==> src/rtl/bto_pkg.sv <==
// Shared types for the bus timeout monitor: threshold width and the layout
// of the configuration word (bit order is visible at the write port).
package bto_pkg;
    localparam int TH_W = 12;

    typedef struct packed {
        logic            en_b;
        logic [TH_W-1:0] thr_b;
        logic            en_a;
        logic            idle_sel;
        logic [TH_W-1:0] thr_a;
    } cfg_t;

    localparam int CFG_W = $bits(cfg_t);
endpackage

==> src/rtl/bto_cfg_regs.sv <==
// Configuration register with write locks and a write-transfer stall.
// Assumes WR_LAT >= 1; a write is accepted when wr_valid and wr_ready meet.
module bto_cfg_regs
    import bto_pkg::*;
#(
    parameter int WR_LAT = 3
) (
    input  logic             clk,
    input  logic             rst_n,
    input  logic             wr_valid,
    input  logic [CFG_W-1:0] wr_data,
    output logic             wr_ready,
    output cfg_t             cfg
);
    localparam int BUSY_W = $clog2(WR_LAT + 1);
    localparam logic [BUSY_W-1:0] BUSY_LOAD = BUSY_W'(WR_LAT);

    cfg_t              cfg_q;
    cfg_t              w;
    logic [BUSY_W-1:0] busy_q;
    logic              accept;

    assign w        = cfg_t'(wr_data);
    assign wr_ready = (busy_q == '0);
    assign accept   = wr_valid && wr_ready;
    assign cfg      = cfg_q;

    // Store accepted writes; threshold fields honour the current enables.
    always_ff @(posedge clk) begin
        if (!rst_n) begin
            cfg_q <= '0;
        end else if (accept) begin
            cfg_q.en_a <= w.en_a;
            cfg_q.en_b <= w.en_b;
            if (!cfg_q.en_a) begin
                cfg_q.thr_a    <= w.thr_a;
                cfg_q.idle_sel <= w.idle_sel;
            end
            if (!cfg_q.en_b) begin
                cfg_q.thr_b <= w.thr_b;
            end
        end
    end

    // Count down the transfer time of the last accepted write.
    always_ff @(posedge clk) begin
        if (!rst_n)              busy_q <= '0;
        else if (accept)         busy_q <= BUSY_LOAD;
        else if (busy_q != '0)   busy_q <= busy_q - 1'b1;
    end

    a_r4_lock_a: assert property (@(posedge clk) disable iff (!rst_n)
        (accept && cfg_q.en_a) |=> ($stable(cfg_q.thr_a) && $stable(cfg_q.idle_sel)));
    a_r5_lock_b: assert property (@(posedge clk) disable iff (!rst_n)
        (accept && cfg_q.en_b) |=> $stable(cfg_q.thr_b));
    a_r7_stall: assert property (@(posedge clk) disable iff (!rst_n)
        accept |=> !wr_ready);
endmodule

==> src/rtl/bto_tick_counter.sv <==
// Prescaled threshold counter shared by both timers. Counts edges with run
// high; fire is high in the cycle whose edge completes (thr+1)*(pre_last+1)
// counted edges. After firing it stays done until restart or disable.
// Assumes thr and pre_last are stable while en is high.
module bto_tick_counter #(
    parameter int PRE_W = 11,
    parameter int TH_W  = 12
) (
    input  logic             clk,
    input  logic             rst_n,
    input  logic             en,
    input  logic             run,
    input  logic             restart,
    input  logic [PRE_W-1:0] pre_last,
    input  logic [TH_W-1:0]  thr,
    output logic             fire
);
    logic [PRE_W-1:0] pre_q;
    logic [TH_W-1:0]  cnt_q;
    logic             done_q;
    logic             step;
    logic             wrap;

    assign step = en && !restart && run && !done_q;
    assign wrap = (pre_q == pre_last);
    assign fire = step && wrap && (cnt_q == thr);

    // Advance the prescaler and the count; hold zero when idle or restarted.
    always_ff @(posedge clk) begin
        if (!rst_n || !en || restart) begin
            pre_q  <= '0;
            cnt_q  <= '0;
            done_q <= 1'b0;
        end else if (step) begin
            if (wrap) begin
                pre_q <= '0;
                if (cnt_q == thr) begin
                    cnt_q  <= '0;
                    done_q <= 1'b1;
                end else begin
                    cnt_q <= cnt_q + 1'b1;
                end
            end else begin
                pre_q <= pre_q + 1'b1;
            end
        end
    end

    a_r8_restart: assert property (@(posedge clk) disable iff (!rst_n)
        (en && restart) |=> (pre_q == '0 && cnt_q == '0 && !fire));
    a_r1_cnt_bound: assert property (@(posedge clk) disable iff (!rst_n)
        en |-> (cnt_q <= thr && pre_q <= pre_last));
    a_r11_done_quiet: assert property (@(posedge clk) disable iff (!rst_n)
        (done_q && !restart && en) |=> !fire);
endmodule

==> src/rtl/bto_sticky_flag.sv <==
// Sticky flag: set by a one-cycle pulse, cleared by clr; set wins on a tie.
module bto_sticky_flag (
    input  logic clk,
    input  logic rst_n,
    input  logic set,
    input  logic clr,
    output logic q
);
    // Hold the flag between set and clear.
    always_ff @(posedge clk) begin
        if (!rst_n)   q <= 1'b0;
        else if (set) q <= 1'b1;
        else if (clr) q <= 1'b0;
    end

    a_r10_hold: assert property (@(posedge clk) disable iff (!rst_n)
        (q && !clr) |=> q);
    a_r10_set_wins: assert property (@(posedge clk) disable iff (!rst_n)
        set |=> q);
    a_r10_clear: assert property (@(posedge clk) disable iff (!rst_n)
        (clr && !set) |=> !q);
endmodule

==> src/rtl/bus_timeout_monitor.sv <==
// Bus timeout monitor top. Timer A: SCL-low timeout or bus-idle detect.
// Timer B: cumulative self-stretch time, cleared on START/STOP.
// Assumes scl_in/sda_in are already synchronised to clk.
module bus_timeout_monitor
    import bto_pkg::*;
#(
    parameter int PRE_LOG2 = 11,
    parameter int IDLE_PRE = 4,
    parameter int WR_LAT   = 3
) (
    input  logic             clk,
    input  logic             rst_n,
    input  logic             scl_in,
    input  logic             sda_in,
    input  logic             self_stretch,
    input  logic             wr_valid,
    input  logic [CFG_W-1:0] wr_data,
    output logic             wr_ready,
    output logic [CFG_W-1:0] rd_data,
    input  logic             clr_tout,
    input  logic             clr_idle,
    input  logic             clr_ext,
    output logic             tout_flag,
    output logic             idle_flag,
    output logic             ext_flag
);
    localparam int N_FLAGS = 3;
    localparam logic [PRE_LOG2-1:0] LONG_LAST = {PRE_LOG2{1'b1}};
    localparam logic [PRE_LOG2-1:0] IDLE_LAST = PRE_LOG2'(IDLE_PRE - 1);

    cfg_t               cfg;
    logic               prev_scl_q;
    logic               prev_sda_q;
    logic               bus_event;
    logic               cond_a;
    logic [PRE_LOG2-1:0] last_a;
    logic               fire_a;
    logic               fire_b;
    logic [N_FLAGS-1:0] set_v;
    logic [N_FLAGS-1:0] clr_v;
    logic [N_FLAGS-1:0] flag_v;

    bto_cfg_regs #(.WR_LAT(WR_LAT)) u_cfg (
        .clk(clk), .rst_n(rst_n), .wr_valid(wr_valid), .wr_data(wr_data),
        .wr_ready(wr_ready), .cfg(cfg)
    );
    assign rd_data = cfg;

    // Remember last line levels to spot START/STOP.
    always_ff @(posedge clk) begin
        if (!rst_n) begin
            prev_scl_q <= 1'b1;
            prev_sda_q <= 1'b1;
        end else begin
            prev_scl_q <= scl_in;
            prev_sda_q <= sda_in;
        end
    end

    assign bus_event = scl_in && prev_scl_q && (sda_in != prev_sda_q);
    assign cond_a    = cfg.idle_sel ? (scl_in && sda_in) : !scl_in;
    assign last_a    = cfg.idle_sel ? IDLE_LAST : LONG_LAST;

    bto_tick_counter #(.PRE_W(PRE_LOG2), .TH_W(TH_W)) u_timer_a (
        .clk(clk), .rst_n(rst_n), .en(cfg.en_a), .run(cond_a),
        .restart(!cond_a), .pre_last(last_a), .thr(cfg.thr_a), .fire(fire_a)
    );

    bto_tick_counter #(.PRE_W(PRE_LOG2), .TH_W(TH_W)) u_timer_b (
        .clk(clk), .rst_n(rst_n), .en(cfg.en_b), .run(self_stretch),
        .restart(bus_event), .pre_last(LONG_LAST), .thr(cfg.thr_b), .fire(fire_b)
    );

    assign set_v = {fire_b, fire_a && cfg.idle_sel, fire_a && !cfg.idle_sel};
    assign clr_v = {clr_ext, clr_idle, clr_tout};

    for (genvar g = 0; g < N_FLAGS; g++) begin : g_flag
        bto_sticky_flag u_flag (
            .clk(clk), .rst_n(rst_n), .set(set_v[g]), .clr(clr_v[g]), .q(flag_v[g])
        );
    end

    assign tout_flag = flag_v[0];
    assign idle_flag = flag_v[1];
    assign ext_flag  = flag_v[2];

    a_r6_a_disabled: assert property (@(posedge clk) disable iff (!rst_n)
        !cfg.en_a |=> (!$rose(tout_flag) && !$rose(idle_flag)));
    a_r6_b_disabled: assert property (@(posedge clk) disable iff (!rst_n)
        !cfg.en_b |=> !$rose(ext_flag));
    a_r9_event_blocks: assert property (@(posedge clk) disable iff (!rst_n)
        (bus_event && !ext_flag && !clr_ext) |=> !ext_flag);
endmodule

==> config.mk <==
export PLATFORM = sky130hd
export DESIGN_NAME = bus_timeout_monitor
export DESIGN_NICKNAME = d
export VERILOG_FILES = /design/src/rtl/bto_pkg.sv /design/src/rtl/bto_cfg_regs.sv /design/src/rtl/bto_tick_counter.sv /design/src/rtl/bto_sticky_flag.sv /design/src/rtl/bus_timeout_monitor.sv
export SDC_FILE = /design/constraint.sdc
export NUM_CORES = 1
export LEC_CHECK = 0
export BUFFER_PORTS_ARGS = -buffer_cell sky130_fd_sc_hd__buf_4
export CORE_ASPECT_RATIO = 1.1
export CORE_MARGIN = 2
export CORE_UTILIZATION = 40
export CTS_BUF_LIST = sky130_fd_sc_hd__clkbuf_8 sky130_fd_sc_hd__clkbuf_16
export CTS_CLUSTER_DIAMETER = 30
export DETAILED_ROUTE_END_ITERATION = 10
export SETUP_SLACK_MARGIN = 0.1
export SYNTH_ARGS = -nofsm -noshare
export SYNTH_HDL_FRONTEND = slang
export SYNTH_SLANG_ARGS = --single-unit
==> constraint.sdc <==
create_clock -name clk -period 5.3 [get_ports clk]
set_input_delay 1.06 -clock clk [delete_from_list [all_inputs] [get_ports clk]]
set_output_delay 1.06 -clock clk [all_outputs]
set_load 0.02 [all_outputs]
==> results by group <==
Place
  • Cells after DPL: 648
  • Dpl cell area: roughly 0.0046 sq mm
  • GP Congestion: between 0.8 and 0.9
  • HPWL after DPL: ~7.1 mm
  • Buffers on Ports: between 60 and 70

Synthesis
  • Yosys top cell by area: dfxtp_1
  • Mean post-synth cell area: about 8.3 sq um
  • Sequential element share of the synthesized area: 0.403
  • Main synth FF type: dfxtp_1
  • Cells after Synth: roughly 490
  • Async SR Flop Fraction: 0
  • Post-synth EDFFs: 0
  • Net count after synthesis: 530
  • Ys Warns: 0
  • Post-Syn Area: 0.00407 sq mm
  • Number of library cell types mapped by synthesis: between 50 and 60
  • Synth area leaders: dfxtp_1, nand2_1, xor2_1, a21oi_1, nand3_1
  • Yosys reg bits: 82
  • Area share of the largest cell type after synthesis: 0.403

STA
  • Final Hold Viols: 0
  • Tcrit/Tclk final: 0.543
  • Worst Skew: around 10 ps
  • Slew @ Worst Pin: 1080 ps
  • Period minus WS final: about 2900 ps
  • Max Slew Vio Count: 0
  • F_max: approximately 350 MHz
  • Finish-stage setup viols: 0
  • Worst rel slew slack: 0.279
  • Fin Hold WS: 459 ps
  • RSZ-0062 raised after global routing: false
  • Setup_tns: 0 ps

Clocking
  • Clock Latency Late Sink: 360 ps
  • TritonCTS Buffers: 9
  • Sink Count: between 80 and 90
  • Post-CTS Setup Repair Bufs: 0
  • Clk root buf: clkbuf_8
  • CTS Hold Buffers Added: 0
  • CTS max path bufs: 2
  • CTS tree: done
  • CTS clock-pin slew for the worst setup and hold paths: around 80 ps
  • Post-CTS sizing: 0
  • H-tree Lvls: 3

Outcome
  • Outcome: completed

Finish
  • Most frequent cells in the layout: dfxtp_1, nand2_1, buf_4
  • Register area: 0.00164 sq mm
  • Commonest non-fill, non-tap cell in the layout: dfxtp_1
  • Share of cells above drive strength 1: 0.182
  • Area Growth Syn to Fin: 18.1%
  • Final net count: 580
  • Non-filler cells in the finished layout: approximately 660
  • ANT cells: 0
  • Filler cell count: a little under 1000
  • Multi-input logic area: between 0.002 and 0.0025 sq mm
  • Post-route cell area: just under 0.005 sq mm

Drt
  • Vias per Instance: approximately 5.5
  • DRT iter0 DRCs: approximately 160
  • Drt total wl: about 10 mm
  • DR DRC count: 0
  • 1st-pass router iterations: 4
  • Final ANT Viol Nets: 0
  • Routed len/inst: ~15 microns
  • DR vias: about 3600

Power and ir drop
  • PD cells: between 200 and 300 mW/mm^2
  • Lkg Pwr: 1.95 nW
  • Worst vdd ir: approximately 0.00013 V
  • Tot Pwr: 1.39 mW

Floorplan
  • Die extent in x: 100 microns
  • CORE AREA: approximately 0.0099 sq mm
  • Rows: 38
  • Starting Density: 0.412
  • Die Ht: about 110 microns
  • Io pins: 67
  • Area of the die: 0.0110 sq mm

Setup path
  • WP data arrival: ~3100 ps
  • Crit start category: input pin
  • Worst-path maximum fanout: 15
  • Critical Path Sink Type: flop
  • WP data required: ~5600 ps
  • Largest stage delay, worst path: 630 ps
  • Crit-path slowest cell: or2_2
  • Worst Setup Path Type: in2reg
  • CP Buf/Inv Count: 1
  • Critical path's top delay family: compound AO/OA/AOI/OAI gates
  • Crit-path cells: buf_4, xnor2_1, o2111ai_1, or2_2, a32o_1, o21bai_1

Global route
  • Largest net degree at the start of global routing: 32
  • First-pass GRT wire length: around 17 mm
  • Tot GR Track Use: 0.189
  • Antenna violations before repair: 0
  • Overflow after GRT: 0
  • Number of global-route vias before repair: about 3400

Worst hold path
  • Worst hold path type: reg2reg

Run
  • Max Cap Viol: 0
==> final cells by class <==
| cell class | count | share of cell area |
|---|---|---|
| inverter | 12 | 0.00936 |
| clock inverter | 5 | 0.0112 |
| clock buffer | 11 | 0.0315 |
| tap | 120 | 0.0312 |
| multi-input combinational | 366 | 0.469 |
| timing repair buffer | 68 | 0.106 |
| sequential | 82 | 0.341 |
==> per-stage QoR <==
step / worst slack [ps] / util
floorplan: 2800 / -
global placement: 2080 / 0.466
detailed placement: 2020 / 0.466
CTS: 2410 / 0.486
global route: 2160 / 0.486
finish: 2420 / 0.486
==> sequential cells by signal, summed over array words and instances (netlist names) <==
register          count
u_cfg.cfg            27
u_timer_a.cnt_q      12
u_timer_b.cnt_q      12
u_timer_a.pre_q      11
u_timer_b.pre_q      11
g_flag.u_flag.q       3
u_cfg.busy_q          2
prev_scl_q            1
prev_sda_q            1
u_timer_a.done_q      1
u_timer_b.done_q      1
==> synth_stat cells, drive strengths merged, types with 4 or more instances <==
master	number
and3	17
nand2	76
dfxtp	82
o21a	4
a211oi	4
nor2	34
inv	12
nand4	8
nand3b	5
or2	5
a21oi	35
nand3	32
ha	5
nor4	14
xor2	29
a32oi	10
nand2b	6
buf	5
o41ai	9
xnor2	13
clkbuf	24
o21ai	11
nor3b	4
==> path summary, 6_finish.rpt <==
check / cells after the start / to / from / slack [ps]
worst min-delay path: 2 / u_cfg.busy_q[0] / u_cfg.busy_q[0] / 460
worst max register to register: 5 / u_timer_b.cnt_q[11] / u_timer_b.done_q / 2900
worst min register to register: 2 / u_cfg.busy_q[0] / u_cfg.busy_q[0] / 460
worst max-delay path: 6 / u_timer_b.cnt_q[11] / sda_in / 2420
==> power by group <==
part | internal (mW) | leakage [nW] | switching [mW]
sequential | 0.643 | 0.665 | 0.0298
combinational | 0.0919 | 1.18 | 0.154
clock | 0.241 | 0.103 | 0.226
==> worst register-to-register path, stage by stage (launching register included) <==
cell	delay, ps
dfxtp_1	330
nor2b_1	300
o2111ai_1	590
or2_2	640
a32o_1	290
o21bai_1	150
==> routing by layer <==
layer / GRT usage / routed length, microns / up-vias
met5: 0 / 0 / -
li1: - / - / 1844
met1: 0.246 / 4760 / 1711
met4: 0.0851 / 195 / 0
met2: 0.303 / 4740 / 73
met3: 0.0369 / 373 / 15
==> cells by family after synthesis <==
group | Yosys count | synth area share
AND/OR/NAND/NOR | 224 | 0.279
AO/OA/AOI/OAI | 95 | 0.170
flip-flops | 82 | 0.403
XOR/XNOR | 42 | 0.0903
buffers and inverters | 41 | 0.0427
adder cells (fa/ha/maj) | 5 | 0.0154
No activity file was read; power rests on OpenSTA's default activity.
